`src/rtl/nec_rx_pkg.sv`:
```
`timescale 1ns/1ps
package nec_rx_pkg;

    localparam int FRAME_BITS  = 32;
    localparam int BIT_IDX_W   = $clog2(FRAME_BITS);
    localparam int NUM_CLASSES = 5;

    // pulse classes, index into the classifier hit vector
    localparam int C_UNIT = 0;  // bit mark, zero space, closing mark
    localparam int C_ONE  = 1;  // one space
    localparam int C_RPT  = 2;  // repeat-frame space
    localparam int C_FULL = 3;  // full-frame space
    localparam int C_LEAD = 4;  // leader mark

    // timeout in units, longer than the widest window
    localparam int STALE_UNITS = 24;

    function automatic int class_units(input int idx);
        case (idx)
            C_UNIT:  return 1;
            C_ONE:   return 3;
            C_RPT:   return 4;
            C_FULL:  return 8;
            default: return 16;
        endcase
    endfunction

    typedef enum logic [2:0] {
        S_IDLE,
        S_LEAD_MARK,
        S_LEAD_SPACE,
        S_BIT_MARK,
        S_BIT_SPACE,
        S_STOP,
        S_RPT_STOP
    } rx_state_e;

endpackage

```
`src/rtl/nec_rx_pulse.sv`:
```
`timescale 1ns/1ps
module nec_rx_pulse #(
    parameter int CNT_MAX = 192,
    parameter int CNT_W   = 8
) (
    input  logic             clk,
    input  logic             rst_n,
    input  logic             ir_n,
    output logic             pulse_vld,
    output logic             pulse_mark,
    output logic [CNT_W-1:0] pulse_len,
    output logic             stale
);

    typedef struct packed {
        logic             s1;
        logic             s2;
        logic             lvl;
        logic [CNT_W-1:0] cnt;
    } pulse_t;

    pulse_t q, d;
    logic   edge_seen;

    always_comb begin
        d         = q;
        d.s1      = ir_n;
        d.s2      = q.s1;
        d.lvl     = q.s2;
        edge_seen = (q.s2 != q.lvl);
        if (edge_seen) begin
            d.cnt = CNT_W'(1);
        end else if (q.cnt != CNT_W'(CNT_MAX)) begin
            d.cnt = q.cnt + CNT_W'(1);
        end
    end

    always_ff @(posedge clk or negedge rst_n) begin
        if (!rst_n) begin
            q.s1  <= 1'b1;
            q.s2  <= 1'b1;
            q.lvl <= 1'b1;
            q.cnt <= '0;
        end else begin
            q <= d;
        end
    end

    assign pulse_vld  = edge_seen;
    assign pulse_mark = ~q.lvl;
    assign pulse_len  = q.cnt;
    assign stale      = (q.cnt == CNT_W'(CNT_MAX));

endmodule

```
`src/rtl/nec_rx_classify.sv`:
```
`timescale 1ns/1ps
module nec_rx_classify
    import nec_rx_pkg::*;
#(
    parameter int UNIT_CYCLES = 562,
    parameter int CNT_W       = 14
) (
    input  logic [CNT_W-1:0]       len,
    output logic [NUM_CLASSES-1:0] hit
);

    for (genvar g = 0; g < NUM_CLASSES; g++) begin : g_win
        localparam int NOM = class_units(g) * UNIT_CYCLES;
        localparam int LO  = NOM - NOM / 4;
        localparam int HI  = NOM + NOM / 4;
        assign hit[g] = (len >= CNT_W'(LO)) && (len <= CNT_W'(HI));
    end

endmodule

```
`src/rtl/nec_rx_frame.sv`:
```
`timescale 1ns/1ps
module nec_rx_frame
    import nec_rx_pkg::*;
#(
    parameter int CNT_W = 14
) (
    input  logic                   clk,
    input  logic                   rst_n,
    input  logic                   enable,
    input  logic                   sys_check,
    input  logic [15:0]            sys_code,
    input  logic                   pulse_vld,
    input  logic                   pulse_mark,
    input  logic [NUM_CLASSES-1:0] hit,
    input  logic                   stale,
    output logic                   full_ok,
    output logic                   rpt_ok,
    output logic [FRAME_BITS-1:0]  raw
);

    typedef struct packed {
        rx_state_e             st;
        logic [BIT_IDX_W-1:0]  nbits;
        logic [FRAME_BITS-1:0] sh;
        logic                  full_ok;
        logic                  rpt_ok;
    } frm_t;

    frm_t q, d;
    logic cmd_ok;
    logic sys_ok;

    assign cmd_ok = (q.sh[23:16] == ~q.sh[31:24]);
    assign sys_ok = !sys_check || (q.sh[15:0] == sys_code);

    always_comb begin
        d         = q;
        d.full_ok = 1'b0;
        d.rpt_ok  = 1'b0;
        if (!enable) begin
            d.st    = S_IDLE;
            d.nbits = '0;
        end else if (stale && q.st != S_IDLE) begin
            d.st = S_IDLE;
        end else if (pulse_vld) begin
            case (q.st)
                S_IDLE: begin
                    if (!pulse_mark) d.st = S_LEAD_MARK;
                end
                S_LEAD_MARK: begin
                    d.st = (pulse_mark && hit[C_LEAD]) ? S_LEAD_SPACE : S_IDLE;
                end
                S_LEAD_SPACE: begin
                    if (!pulse_mark && hit[C_FULL]) begin
                        d.st    = S_BIT_MARK;
                        d.nbits = '0;
                    end else if (!pulse_mark && hit[C_RPT]) begin
                        d.st = S_RPT_STOP;
                    end else begin
                        d.st = S_IDLE;
                    end
                end
                S_BIT_MARK: begin
                    d.st = (pulse_mark && hit[C_UNIT]) ? S_BIT_SPACE : S_IDLE;
                end
                S_BIT_SPACE: begin
                    if (!pulse_mark && (hit[C_UNIT] || hit[C_ONE])) begin
                        d.sh    = {hit[C_ONE] & ~hit[C_UNIT], q.sh[FRAME_BITS-1:1]};
                        d.nbits = q.nbits + BIT_IDX_W'(1);
                        d.st    = (q.nbits == BIT_IDX_W'(FRAME_BITS - 1)) ? S_STOP : S_BIT_MARK;
                    end else begin
                        d.st = S_IDLE;
                    end
                end
                S_STOP: begin
                    d.full_ok = pulse_mark && hit[C_UNIT] && cmd_ok && sys_ok;
                    d.st      = S_IDLE;
                end
                S_RPT_STOP: begin
                    d.rpt_ok = pulse_mark && hit[C_UNIT];
                    d.st     = S_IDLE;
                end
                default: d.st = S_IDLE;
            endcase
        end
    end

    always_ff @(posedge clk or negedge rst_n) begin
        if (!rst_n) begin
            q.st      <= S_IDLE;
            q.nbits   <= '0;
            q.sh      <= '0;
            q.full_ok <= 1'b0;
            q.rpt_ok  <= 1'b0;
        end else begin
            q <= d;
        end
    end

    assign full_ok = q.full_ok;
    assign rpt_ok  = q.rpt_ok;
    assign raw     = q.sh;

    p_idle_when_off_r1: assert property (@(posedge clk) disable iff (!rst_n)
        !enable |=> (q.st == S_IDLE));

    p_full_from_stop_r2: assert property (@(posedge clk) disable iff (!rst_n)
        q.full_ok |-> $past(q.st == S_STOP));

    p_sys_match_r4: assert property (@(posedge clk) disable iff (!rst_n)
        (q.full_ok && $past(sys_check)) |-> (q.sh[15:0] == $past(sys_code)));

    p_rpt_from_stop_r5: assert property (@(posedge clk) disable iff (!rst_n)
        q.rpt_ok |-> $past(q.st == S_RPT_STOP));

    p_timeout_idle_r8: assert property (@(posedge clk) disable iff (!rst_n)
        (enable && stale && q.st != S_IDLE) |=> (q.st == S_IDLE));

endmodule

```
`src/rtl/nec_ir_receiver.sv`:
```
`timescale 1ns/1ps
module nec_ir_receiver
    import nec_rx_pkg::*;
#(
    parameter int UNIT_CYCLES = 562
) (
    input  logic        clk,
    input  logic        rst_n,
    input  logic        ir_n,
    input  logic        ctl_enable,
    input  logic        ctl_sys_check,
    input  logic [15:0] sys_code,
    input  logic        irq_mask,
    input  logic        irq_ack,
    output logic [31:0] rx_code,
    output logic        repeat_flag,
    output logic        irq_status,
    output logic        irq
);

    localparam int CNT_MAX = STALE_UNITS * UNIT_CYCLES;
    localparam int CNT_W   = $clog2(CNT_MAX + 1);

    logic                   pulse_vld;
    logic                   pulse_mark;
    logic [CNT_W-1:0]       pulse_len;
    logic                   stale;
    logic [NUM_CLASSES-1:0] hit;
    logic                   full_ok;
    logic                   rpt_ok;
    logic [FRAME_BITS-1:0]  raw;

    nec_rx_pulse #(.CNT_MAX(CNT_MAX), .CNT_W(CNT_W)) u_pulse (
        .clk        (clk),
        .rst_n      (rst_n),
        .ir_n       (ir_n),
        .pulse_vld  (pulse_vld),
        .pulse_mark (pulse_mark),
        .pulse_len  (pulse_len),
        .stale      (stale)
    );

    nec_rx_classify #(.UNIT_CYCLES(UNIT_CYCLES), .CNT_W(CNT_W)) u_class (
        .len (pulse_len),
        .hit (hit)
    );

    nec_rx_frame #(.CNT_W(CNT_W)) u_frame (
        .clk        (clk),
        .rst_n      (rst_n),
        .enable     (ctl_enable),
        .sys_check  (ctl_sys_check),
        .sys_code   (sys_code),
        .pulse_vld  (pulse_vld),
        .pulse_mark (pulse_mark),
        .hit        (hit),
        .stale      (stale),
        .full_ok    (full_ok),
        .rpt_ok     (rpt_ok),
        .raw        (raw)
    );

    typedef struct packed {
        logic [31:0] code;
        logic        rpt;
        logic        status;
    } out_t;

    out_t q, d;

    always_comb begin
        d = q;
        if (full_ok) begin
            d.code   = {raw[15:0], raw[23:16], raw[31:24]};
            d.rpt    = 1'b0;
            d.status = 1'b1;
        end else if (rpt_ok) begin
            d.rpt    = 1'b1;
            d.status = 1'b1;
        end else if (irq_ack) begin
            d.status = 1'b0;
        end
    end

    always_ff @(posedge clk or negedge rst_n) begin
        if (!rst_n) begin
            q <= '0;
        end else begin
            q <= d;
        end
    end

    assign rx_code     = q.code;
    assign repeat_flag = q.rpt;
    assign irq_status  = q.status;
    assign irq         = q.status & irq_mask;

    p_hold_off_r1: assert property (@(posedge clk) disable iff (!rst_n)
        (!ctl_enable && $past(!ctl_enable)) |=> $stable(q.code));

    p_cmd_pair_r3: assert property (@(posedge clk) disable iff (!rst_n)
        !$stable(q.code) |-> (q.code[15:8] == ~q.code[7:0]));

    p_rpt_keeps_code_r5: assert property (@(posedge clk) disable iff (!rst_n)
        $rose(q.rpt) |-> $stable(q.code));

    p_status_source_r6: assert property (@(posedge clk) disable iff (!rst_n)
        $rose(q.status) |-> $past(full_ok || rpt_ok));

endmodule

```
`config.mk`:
```
export PLATFORM = sky130hd
export DESIGN_NAME = nec_ir_receiver
export DESIGN_NICKNAME = d
export VERILOG_FILES = /design/src/rtl/nec_rx_pkg.sv /design/src/rtl/nec_rx_pulse.sv /design/src/rtl/nec_rx_classify.sv /design/src/rtl/nec_rx_frame.sv /design/src/rtl/nec_ir_receiver.sv
export SDC_FILE = /design/constraint.sdc
export NUM_CORES = 1
export LEC_CHECK = 0
export BUFFER_PORTS_ARGS = -buffer_cell sky130_fd_sc_hd__buf_2
export CAP_MARGIN = 20
export CORE_MARGIN = 5
export CORE_UTILIZATION = 40
export CTS_BUF_LIST = sky130_fd_sc_hd__clkbuf_16
export CTS_CLUSTER_SIZE = 10
export DETAILED_ROUTE_END_ITERATION = 8
export GPL_TIMING_DRIVEN = 0
export PLACE_DENSITY = 0.63
export SYNTH_ARGS = -nofsm -noshare
export SYNTH_HDL_FRONTEND = slang
export SYNTH_SLANG_ARGS = --single-unit
```
`constraint.sdc`:
```
create_clock -name clk -period 2.9 [get_ports clk]
set_clock_uncertainty 0.1 [all_clocks]
set_input_delay 0.725 -clock clk [delete_from_list [all_inputs] [get_ports clk]]
set_output_delay 0.725 -clock clk [all_outputs]
set_load 0.005 [all_outputs]
```
== Word level (Yosys, flattened, before mapping) ==
Index checks and enable logic that the tools add are counted.

* Flip-flop bits (word level): 93
* Input port bits: 23
* Output and inout port bits: 35

* $add $sub $neg: 2
* Magnitude comparators: 10
* Eq/ne operators: 19
* Mux-type cells: 25
* Bitwise operators: 6
* Reduce and logical (&&, ||, !) cells: 24

{| class="wikitable"
|+ Operators by type and width
! kind !! count
|-
| 42-bit 2-to-1 mux || 1
|-
| 39-bit 2-to-1 mux || 1
|-
| 37-bit 2-to-1 mux || 1
|-
| 32-bit 2-to-1 mux || 1
|-
| 14-bit by 11-bit >= comparator with 1-bit output (second input constant) || 2
|-
| 14-bit by 12-bit <= comparator with 1-bit output (second input constant) || 2
|-
| 14-bit 2-to-1 mux || 2
|-
| 3-bit 2-to-1 mux || 7
|-
| 16-bit equality test || 1
|-
| 3-bit case mux with 5 select lines || 1
|-
| 14-bit by 1-bit adder with 14-bit output (second input constant) || 1
|-
| 14-bit equality test (second input constant) || 1
|-
| 14-bit by 12-bit >= comparator with 1-bit output (second input constant) || 1
|-
| 14-bit by 13-bit >= comparator with 1-bit output (second input constant) || 1
|-
| 14-bit by 9-bit >= comparator with 1-bit output (second input constant) || 1
|-
| 14-bit by 10-bit <= comparator with 1-bit output (second input constant) || 1
|-
| 14-bit by 13-bit <= comparator with 1-bit output (second input constant) || 1
|-
| 14-bit <= comparator (second input constant) || 1
|-
| 14-bit != test (second input constant) || 1
|-
| 1-bit logical AND || 13
|-
| 5-bit case mux with 2 select lines || 1
|-
| 5-bit AND reduction || 2
|-
| 3-bit equality test (second input constant) || 3
|-
| 8-bit equality test || 1
|-
| 23 further kinds || 38
|}

== Longest topological paths before layout ==
Gate-level depths: netlist (run 1).

* Depth after elaboration: 9
* Gate-level depth with buffers: 11
* Gate-level depth less buffers: 8

== Hierarchy ==
A second synthesis (run 1) with hierarchy kept.

* Cells, all modules: 443
* Area total of the unflattened synthesis: 5246.3 µm²

{| class="wikitable"
|+ Modules (own cells, without submodules)
! module !! instances !! cells an instance !! area an instance (µm²) !! sequential area each (µm²)
|-
| nec_rx_frame || 1 || 197 || 2392.3 || 1051.0
|-
| nec_ir_receiver || 1 || 76 || 1413.9 || 850.8
|-
| nec_rx_pulse || 1 || 100 || 982.2 || 429.2
|-
| nec_rx_classify || 1 || 70 || 457.9 || 0.0
|}

== Least setup slack after synthesis (run 1) ==
No wires, ideal clock.

* Path kind: flip-flop to flip-flop
* Start point: register u_pulse.q, in the netlist u_pulse.pulse_len[9]
* End point: register u_frame.q, in the netlist u_frame.raw[10]
* Library setup time: 0.125 ns
* Arrival: 2.466 ns
* Required time: 2.675 ns
* Slack: 0.209 ns
* Stages on the path, launching flop included: 10
* Buffers on the path: 4
* Path through: dfrtp_1 buf_6 or4b_4 or4_1 buf_2 o211ai_2 or2_1 buf_6 buf_12 mux2_4

* Word-level cells in the longest chain between the ends: 5

{| class="wikitable"
|+ Ends and longest elaborated chain
! element !! RTL line !! RTL
|-
| start, declared || nec_rx_pulse.sv:22 || <nowiki>pulse_t q, d;</nowiki>
|-
| 14-bit by 9-bit >= comparator with 1-bit output (tied with other cells) || nec_rx_classify.sv:16 || <nowiki>assign hit[g] = (len >= CNT_W'(LO)) && (len <= CNT_W'(HI));</nowiki>
|-
| 1-bit logical AND || nec_rx_classify.sv:16 ||
|-
| 1-bit logical OR || nec_rx_frame.sv:67 || <nowiki>if (!pulse_mark && (hit[C_UNIT] || hit[C_ONE])) begin</nowiki>
|-
| 1-bit logical AND || nec_rx_frame.sv:67 ||
|-
| 5-bit AND reduction (no source line) (*) || - ||
|-
| end, declared || nec_rx_frame.sv:29 || <nowiki>frm_t q, d;</nowiki>
|}

Mark *: on every way between the ends. The rest lies on a longest branch, timed or not.
A chain may end at the register's enable or synchronous reset.

== Worst setup path in the final report (run 1) ==
* Start point: register u_pulse.q, in the netlist u_pulse.pulse_len[9]
* End point: register u_frame.q, in the netlist u_frame.raw[24]

The elaborated chain is that of the path after synthesis.

==> results of run 1 <==
worst max path at each step:
stage | to | slack [ns] | depth (start not counted)
4_1_cts | u_frame.raw[12] | 0.0005 | 9
6_report | u_frame.raw[24] | 0.06 | 9
3_3_place_gp | u_frame.q[36] | -0.32 | 10
2_1_floorplan | u_frame.raw[10] | 0.21 | 9
3_5_place_dp | u_frame.q[36] | -0.37 | 10
5_1_grt | u_frame.q[40] | -0.02 | 9
final cells by class:
cell class,instances,area (um^2)
sequential,93,2330
multi-input combinational,295,2380
clock inverter,7,57.6
buffer,30,196
inverter,9,33.8
fill,1100,6200
timing repair buffer,64,398
clock buffer,9,225
tap,147,184
cell usage in the layout, fill, tap and decap left out, types with 3 or more instances in the layout:
| cell | n |
|---|---|
| dfstp_2 | 3 |
| dfrtp_1 | 89 |
| nor2_1 | 25 |
| nand3_1 | 23 |
| buf_12 | 3 |
| or3_1 | 8 |
| nand2_1 | 21 |
| nor3_1 | 4 |
| buf_4 | 6 |
| buf_2 | 57 |
| o21ai_0 | 14 |
| nor4_1 | 6 |
| a31oi_1 | 5 |
| a211o_1 | 4 |
| mux2_4 | 28 |
| clkbuf_1 | 16 |
| and2_1 | 4 |
| clkbuf_16 | 11 |
| or4_1 | 7 |
| ha_1 | 6 |
| buf_6 | 3 |
| mux2_2 | 34 |
| a21oi_1 | 9 |
| inv_1 | 7 |
| nand4_1 | 9 |
| and3_1 | 3 |
| xor2_1 | 33 |
| o221ai_1 | 3 |
kinds of logic after synthesis:
| logic type | count (synthesis) | synth area share |
|---|---|---|
| AND/OR/NAND/NOR | 133 | 0.150 |
| flip-flops | 93 | 0.476 |
| multiplexers | 62 | 0.164 |
| AO/OA/AOI/OAI | 58 | 0.0841 |
| buffers and inverters | 40 | 0.0445 |
| XOR/XNOR | 35 | 0.0626 |
| adder cells (fa/ha/maj) | 7 | 0.0179 |
power by group:
group,switching (uW),leakage (uW),internal (uW)
Clock,541,0.000134,593
Sequential,18.8,0.00128,1310
Combinational,133,0.00147,72.2
state kept, by name, summed over array words and instances (netlist names):
register           cells
u_frame.raw           32
u_frame.q              8
u_pulse.q              1
u_pulse.pulse_len     14
irq_status             1
u_frame.rpt_ok         1
u_frame.full_ok        1
repeat_flag            1
u_pulse.d              2
rx_code               32
routing by layer:
layer / global-route usage / vias to the layer above
met5: 0 / -
met1: 0.213 / 1790
met4: 0.0659 / 0
li1: - / 1699
met3: 0.0412 / 20
met2: 0.239 / 115
stage by stage:
step	area [um^2]	worst slack, ns
after floorplan	4890	0.209
after global placement	5360	-0.320
after detailed placement	5390	-0.369
after CTS	5710	0.000485
after global routing	5810	-0.0165
final	5810	0.0579
what timing repair did:
item / in CTS / in global routing
gates cloned: 0 / 2
endpoints found under the setup margin: 40 / 31
pin swaps: 2 / 3
endpoints found under the hold margin: 0 / 0
resized for setup: 6 / 15
setup buffers: 2 / 3
==> summary.txt, run 1 <==
Clocking
  • Num CTS Buffers: 9
  • Worst-Skew Late Latency: 0.35 ns
  • Root buffer cell: clkbuf_16
  • TritonCTS clock tree: done
  • Cts hold-fix bufs: 0
  • Sink Count: slightly above 90
  • Clock transition at the registers of the reported paths: 0.07 ns
  • Max Buffers Root-to-Sink: 2
  • CTS H-tree lvls: 3

Drt
  • Uppermost layer routed: met4
  • Vias: about 3600
  • Vias/cell: 5.54
  • Met2 wire length: 5200 um
  • Routed Antenna Nets: 0
  • Final wirelength: 11300 um
  • M1 WL: 5260 um
  • Starting DRC count in detailed routing: approximately 270
  • TritonRoute pass-1 iters: 5
  • WL met3: 623 um
  • Avg WL per Cell: around 17 um
  • DRC: 0

Critical path
  • Required time of the critical path: about 3.0 ns
  • Slowest stage cell, crit path: or4_4
  • Crit-path most repeated cell: buf_6
  • Crit path max fanout: 10
  • Startpoint type of the worst setup path: flop
  • Reg2Reg Depth: 9
  • Reg-to-Reg End: u_frame.raw[24]
  • WS Path Type: flop to flop
  • CP Cell Sequence: buf_6 > or4b_4 > or4_4 > buf_6 > o211ai_4 > or2_1 > buf_6 > buf_12 > mux2_4
  • Crit-path max cell delay: 0.53 ns
  • Buffers & Inverters on Critical Path: 4
  • FF-to-FF setup slack: 0.06 ns
  • Worst EP arrival: 2.98 ns
  • Nature of the critical path endpoint: flop
  • Worst reg2reg path startpoint: u_pulse.pulse_len[9]
  • Worst setup startpoint: u_pulse.pulse_len[9]
  • Crit path max-delay family: simple AND/OR/NAND/NOR gates

Timing
  • Max Freq: 352 MHz
  • Worst Tran Pin Value: 0.932 ns
  • Final hold violation count: 0
  • # setup viols final: 0
  • Tmin final: 2.84 ns
  • Pins Over Slew Limit: 0
  • Final cycle utilization of the critical path: 0.980
  • RSZ-0062 raised after global routing: true
  • Setup TNS: 0 ns
  • Hold WS: 0.234 ns
  • Rel. slew slack: 0.377

Cells and area
  • Nets: 532
  • Layout cells sized above 1: 0.343
  • Fin util: 0.484
  • N_diodes: 0
  • Area Overhead vs Synth: 18.8%
  • Non-Filler Instances: 654

Floorplanning
  • Area of the core: about 12000 um^2
  • Initial Utilization: 0.407
  • Die area: 14500 um^2
  • Horiz. Die Dim: 121 um
  • IO Pins: between 50 and 60
  • Num rows: 40
  • Die height: 121 um

Global routing
  • Antenna violations before repair: 0
  • Total GRT Usage: 0.157
  • Overflow after GRT: 0
  • First-pass GRT wire length: around 18000 um
  • Largest net degree at the start of global routing: 60
  • Vias in the first global route: 3533

Synth
  • Synth area leader: dfrtp_1
  • Number of flops mapped to enable cells by yosys: 0
  • Syn Inst Count: between 400 and 500
  • Synth Register Bits: 93
  • Synth Net Count: 458
  • Most frequent cell after synthesis: dfrtp_1
  • Synth top area share: 0.460
  • Post-synth ARST share: 1.00
  • Post-synth top cells: dfrtp_1, mux2_2, xor2_1, mux2_4, nor2_1
  • Post-Syn Area: 4890 um^2
  • Register area share after synthesis: 0.476
  • Synth area leaders: dfrtp_1, mux2_4, mux2_2
  • Mean Syn Cell Area: 11.4 um^2
  • Yosys warns: 0
  • Yosys cell types: 59
  • Primary FF master, synth: dfrtp_1

Power
  • Leakage: about 0.0029 uW
  • Power density cells: 460 nW/um^2
  • Total power: 2670 uW
  • Peak VDD IR: 0.231 mV

Placed design
  • Placed Cells incl. Taps: 632
  • DP Wirelength: 7940 um
  • GP Congestion: around 0.88
  • # port buffers: 56

Min path
  • Worst min path class: primary input to async pin

Run status
  • Status: finished clean

Flow run
  • MaxCap Viol Count: 0
Note: power is estimated with default switching activity, not from simulation.
==> run 2, diff against run 1 <==
- SETUP_SLACK_MARGIN: not set -> 0.1
==> run 2 against run 1 <==
Net effect: global-route usage up 0.45 points; utilization up 1.4 points; count of clock-buffer cells in the layout unchanged; sequential power about the same.
==> summary.txt, run 2 (same netlist as run 1, synthesis figures left out) <==
Cells and area
  • Layout cells sized above 1: 0.380 (+0.0364)
  • Storage element area: 2330 um^2 (about the same)
  • Non-Filler Instances: 666 (+1.8%)
  • Area occupied by multi-input gates: 2430 um^2 (+2.1%)
  • Most frequent cells in the layout: dfrtp_1, buf_2, mux2_2, xor2_1, mux2_4
  • Fillers: 1093 (-0.64%)
  • Most common library cell in the layout ignoring fill and taps: dfrtp_1
  • Nets: 544 (+2.3%)
  • N_diodes: 0 (unchanged)
  • Area Overhead vs Synth: 22.3%
  • Fin util: 0.498 (+0.0145)

Global routing
  • First-pass GRT wire length: 18800 um (+3.0%)
  • Total GRT Usage: 0.162 (+0.00452)
  • Vias in the first global route: 3654 (+3.4%)
  • Largest net degree at the start of global routing: 60 (unchanged)
  • Met3 usage: 0.0426 (+0.00140)
  • Met2 Use GR: 0.250 (+0.0112)
  • Antenna violations before repair: 0 (unchanged)
  • Overflow after GRT: 0 (unchanged)
  • Layer with the highest usage: met2
  • Met1 GRT Util: 0.216 (+0.00341)

Critical path
  • FF-to-FF setup slack: 0.1 ns (+0.04 ns)
  • Reg-to-Reg End: u_frame.raw[20]
  • Nature of the critical path endpoint: flop
  • Worst EP arrival: 2.94 ns (-0.04 ns)
  • Required time of the critical path: 3.04 ns (about the same)
  • Startpoint type of the worst setup path: flop
  • Reg2Reg Depth: 7 (-2)
  • Worst reg2reg path startpoint: u_pulse.q[14]
  • Worst setup startpoint: u_pulse.q[14]
  • WS Path Type: flop to flop
  • Crit path max fanout: 9 (-1)

Power
  • Switch Pwr: 715 uW (+3.2%)
  • Peak VDD IR: 0.233 mV (+0.89%)
  • Part of the power in the clock network: 0.416 (-0.008)
  • Leakage: 0.00299 uW (+3.8%)
  • Flop pwr share: 0.486 (-0.013)
  • Combinational share of power: 0.098 (+0.021)
  • Internal power: 2010 uW (+1.8%)
  • Sw Share: 0.262 (+0.00268)
  • Power density cells: 456 nW/um^2 (-0.84%)

Floorplanning
  • Horiz. Die Dim: 121 um (unchanged)
  • Die height: 121 um (unchanged)
  • IO Pins: 58 (unchanged)
  • Area of the core: 12000 um^2 (unchanged)
  • Num rows: 40 (unchanged)
  • Die area: 14500 um^2 (unchanged)
  • Initial Utilization: 0.407 (unchanged)

Placed design
  • Placed Cells incl. Taps: 632 (unchanged)
  • Post-placement setup slack: -0.369 ns (unchanged)
  • GP Congestion: 0.878 (unchanged)
  • # port buffers: 56 (unchanged)
  • DP Wirelength: 7940 um (unchanged)

Clocking
  • Num CTS Buffers: 9 (unchanged)
  • Sink Count: 93 (unchanged)
  • Clock transition at the registers of the reported paths: 0.07 ns (about the same)
  • Worst-Skew Late Latency: 0.35 ns (about the same)
  • CTS H-tree lvls: 3 (unchanged)
  • TritonCTS clock tree: done
  • Root buffer cell: clkbuf_16
  • Max Buffers Root-to-Sink: 2 (unchanged)

Min path
  • Worst min path class: primary input to async pin

Drt
  • Routed Antenna Nets: 0 (unchanged)
  • DRC: 0 (unchanged)
  • TritonRoute pass-1 iters: 5 (unchanged)
  • Avg WL per Cell: 17.4 um (about the same)
  • Vias: 3678 (+1.5%)
  • Final wirelength: 11600 um (+1.9%)
  • Starting DRC count in detailed routing: 323 (+19%)
  • Vias/cell: 5.52 (-0.34%)

Timing
  • Worst Tran Pin Value: 1.03 ns (+0.0959 ns)
  • RSZ-0062 raised after global routing: true
  • Rel. slew slack: 0.312 (-0.0642)
  • Tmin final: 2.80 ns (-0.0410 ns)
  • Final cycle utilization of the critical path: 0.966 (-0.0141)
  • Pins Over Slew Limit: 0 (unchanged)
  • Max Freq: 357 MHz (+1.5%)
  • Setup TNS: 0 ns (unchanged)
  • Final hold violation count: 0 (unchanged)
  • # setup viols final: 0 (unchanged)
  • Hold WS: 0.237 ns (+0.00207 ns)
  • Final WS setup: 0.0988 ns (+0.0410 ns)

Run status
  • Status: finished clean

Flow run
  • MaxCap Viol Count: 0 (unchanged)
-- run 2: cell types whose count changed in the layout (fill, tap and decap cells not counted), sizes merged --
cell,previous run,this run
buf,72,87
clkbuf,31,28
-- run 2: worst max path at each step --
stage	end	slack (ns)
after global routing	u_frame.raw[20]	0.02
after CTS	u_frame.raw[20]	0.09
final	u_frame.raw[20]	0.1
after floorplan	u_frame.raw[10]	0.21
after detailed placement	u_frame.q[36]	-0.37
after global placement	u_frame.q[36]	-0.32
-- run 2: layout make-up --
type	count	share of cell area
well taps	147	0.0307
flip-flops and latches	93	0.390
repair buffers	76	0.0838
inverters	9	0.00648
clock buffers	9	0.0376
clock inverters	7	0.00962
plain buffers	30	0.0351
multi-input cells	295	0.407
-- run 2: power by group through the flow --
stage	logic, uW	clock network, uW	registers [uW]
global placement	182	0	1360
CTS	246	1150	1320
detailed placement	190	0	1360
floorplan	108	0	1350
finish	266	1140	1330
global route	295	1220	1330
-- run 2: timing repair --
item / 4_1_cts / 5_1_grt
pin swaps: 4 / 4
hold buffers: 0 / 0
gates resized for setup: 21 / 25
setup buffers: 16 / 2
setup endpoints to repair: 40 / 33
gates cloned: 1 / 0
-- run 2: stage by stage --
stage               power (uW)  instance area (um^2)
detailed placement        1550                  5390
global route              2850                  5990
finish                    2730                  5990
CTS                       2720                  5890
floorplan                 1460                  4890
global placement          1540                  5360
-- run 2: critical path: stages (launching register included) --
cell,delay [ns]
dfstp_2,0.62
xor2_1,0.83
o211ai_4,0.16
or2_1,0.29
buf_6,0.15
buf_12,0.13
buf_16,0.13
mux2_4,0.29
-- run 2: routing by layer --
metal  share of wire  wire [um]  up-vias
met5               0          0        -
met1            0.45       5170     1803
met4           0.021        244        0
li1                -          -     1729
met2            0.47       5430      128
met3           0.062        719       18
==> run 3, diff against run 2 <==
- CORE_UTILIZATION: 40 -> 55
- PLACE_DENSITY: 0.63 -> 0.81
- SLEW_MARGIN: not set -> 0
==> run 3 against run 2 <==
Net effect: via count is 1.2% higher; sequential cell count unchanged; setup slack got worse by 0.016 ns.
==> summary.txt, run 3 (same netlist as run 1, synthesis figures left out) <==
Floorplanning
  • Area of the core: 8680 um^2 (-28%)
  • Num rows: 34 (-15%)
  • IO Pins: 58 (unchanged)
  • Horiz. Die Dim: 104 um (-13%)
  • Die area: 10900 um^2 (-25%)
  • Die height: 104 um (-13%)
  • Initial Utilization: 0.564 (+0.156)

Drt
  • Avg WL per Cell: 18.3 um (+5.5%)
  • Starting DRC count in detailed routing: 326 (+0.93%)
  • Final wirelength: 11400 um (-1.0%)
  • DRC: 0 (unchanged)
  • TritonRoute pass-1 iters: 5 (unchanged)
  • Routed Antenna Nets: 0 (unchanged)
  • Vias: 3722 (+1.2%)
  • Vias/cell: 5.96 (+7.8%)

Critical path
  • Required time of the critical path: 3.02 ns (-0.02 ns)
  • Nature of the critical path endpoint: flop
  • Worst setup startpoint: u_pulse.pulse_len[3]
  • WS Path Type: flop to flop
  • Crit path max-delay family: simple AND/OR/NAND/NOR gates
  • CP Cell Sequence: or3b_2 > or4_4 > buf_6 > o211ai_2 > or2_1 > buf_6 > buf_12 > buf_12 > mux2_4
  • Slowest stage cell, crit path: or4_4
  • Buffers & Inverters on Critical Path: 4 (+1)
  • Worst reg2reg path startpoint: u_pulse.pulse_len[3]
  • Startpoint type of the worst setup path: flop
  • Worst EP arrival: 2.93 ns (about the same)
  • Crit-path max cell delay: 0.53 ns (-0.30 ns)
  • Crit path max fanout: 5 (-4)

Min path
  • Worst min path class: primary input to async pin

Cells and area
  • N_diodes: 0 (unchanged)
  • Most common library cell in the layout ignoring fill and taps: dfrtp_1
  • Non-Filler Instances: 625 (-6.2%)
  • Most frequent cells in the layout: dfrtp_1, buf_2, mux2_2, xor2_1, mux2_4
  • Area Overhead vs Synth: 20.9%
  • Layout cells sized above 1: 0.377 (-0.00240)
  • Nets: 543 (-0.18%)

Power
  • Switch Pwr: 660 uW (-7.6%)
  • Peak VDD IR: 0.351 mV (+51%)
  • Flop pwr share: 0.469 (-0.017)
  • Sw Share: 0.233 (-0.0292)
  • Power density cells: 479 nW/um^2 (+5.2%)
  • Leakage: 0.00297 uW (-0.67%)
  • Total power: 2830 uW (+3.9%)
  • Part of the power in the clock network: 0.442 (+0.026)
  • Combinational share of power: 0.088 (-0.010)
  • Internal power: 2170 uW (+8.0%)

Timing
  • Final cycle utilization of the critical path: 0.971 (+0.00555)
  • Final hold violation count: 0 (unchanged)
  • Final WS setup: 0.0828 ns (-0.0161 ns)
  • Max Freq: 355 MHz (-0.57%)
  • # setup viols final: 0 (unchanged)
  • Pins Over Slew Limit: 0 (unchanged)
  • RSZ-0062 raised after global routing: true
  • Worst Tran Pin Value: 0.562 ns (-0.465 ns)
  • Hold WS: 0.213 ns (-0.0235 ns)
  • Rel. slew slack: 0.625 (+0.313)
  • Tmin final: 2.82 ns (+0.0161 ns)

Clocking
  • Worst-Skew Late Latency: 0.34 ns (about the same)
  • Root buffer cell: clkbuf_16
  • CTS H-tree lvls: 3 (unchanged)
  • Max Buffers Root-to-Sink: 2 (unchanged)
  • Num CTS Buffers: 9 (unchanged)
  • Clock transition at the registers of the reported paths: 0.07 ns (about the same)
  • Cts hold-fix bufs: 0 (unchanged)
  • Sink Count: 93 (unchanged)
  • TritonCTS clock tree: done

Global routing
  • Largest net degree at the start of global routing: 64 (+6.7%)
  • Total GRT Usage: 0.209 (+0.0468)
  • Overflow after GRT: 0 (unchanged)
  • Antenna violations before repair: 0 (unchanged)
  • Vias in the first global route: 3703 (+1.3%)
  • First-pass GRT wire length: 18800 um (-0.19%)

Placed design
  • # port buffers: 56 (unchanged)
  • Placed Cells incl. Taps: 593 (-6.2%)
  • GP Congestion: 0.987 (+12%)
  • DP Wirelength: 7810 um (-1.6%)
  • Post-placement setup slack: -0.225 ns (+0.144 ns)

Run status
  • Status: finished clean

Flow run
  • MaxCap Viol Count: 0 (unchanged)
-- run 3: cell types whose count changed in the layout (fill, tap and decap cells not counted), sizes merged --
cell      previous run  this run
bufinv               0         2
clkinv               2         1
clkinvlp             2         1
clkbuf              28        29
inv                 12        11
buf                 87        85
-- run 3: worst paths after layout --
path	to	slack [ns]	depth (start not counted)
setup reg to reg	u_frame.raw[20]	0.08	9
min in group clk	u_pulse.d[14]	0.26	0
hold reg to reg	u_pulse.d[14]	0.26	0
max in group asynchronous	u_pulse.q[14]	1.80	2
setup / recovery	u_frame.raw[20]	0.08	9
hold / removal	rx_code[23]	0.21	1
-- run 3: metrics by stage --
stage | TNS, ns | util | area (um^2)
2_1_floorplan | 0 | - | 4890
6_report | 0 | 0.682 | 5910
3_5_place_dp | -6.02 | 0.615 | 5340
3_3_place_gp | -6.80 | 0.612 | 5310
5_1_grt | 0 | 0.682 | 5910
4_1_cts | 0 | 0.674 | 5850
-- run 3: power groups by stage --
stage / registers, uW / logic, uW / clock network [uW]
final: 1330 / 251 / 1250
after global routing: 1330 / 279 / 1320
after CTS: 1330 / 216 / 1280
after detailed placement: 1360 / 186 / 0
after global placement: 1360 / 176 / 0
after floorplan: 1350 / 108 / 0
-- run 3: area by class of cell --
cell class,instances,area (um^2)
Fill cell,626,2760
Clock inverter,6,93.8
Timing Repair Buffer,75,478
Inverter,9,36.3
Tap cell,108,135
Buffer,30,206
Sequential cell,93,2330
Clock buffer,9,225
Multi-Input combinational cell,295,2400
-- run 3: worst register-to-register path: stages, from the launching register on --
cell,delay [ns]
dfrtp_2,0.43
or3b_2,0.49
or4_4,0.53
buf_6,0.14
o211ai_2,0.17
or2_1,0.15
buf_6,0.16
buf_12,0.12
buf_12,0.11
mux2_4,0.29
-- run 3: timing repair --
item / 4_1_cts / 5_1_grt
pin swaps: 6 / 6
gates resized for setup: 23 / 11
gates cloned: 1 / 0
setup endpoints to repair: 40 / 37
buffers inserted: 13 / 5
-- run 3: metal layers --
metal  routed length (um)  global-route usage  vias to the layer above
met3                  716              0.0385                       20
met4                  207              0.0712                        0
met5                    0                   0                        -
li1                     -                   -                     1718
met2                 5700               0.347                      139
met1                 4820               0.273                     1845
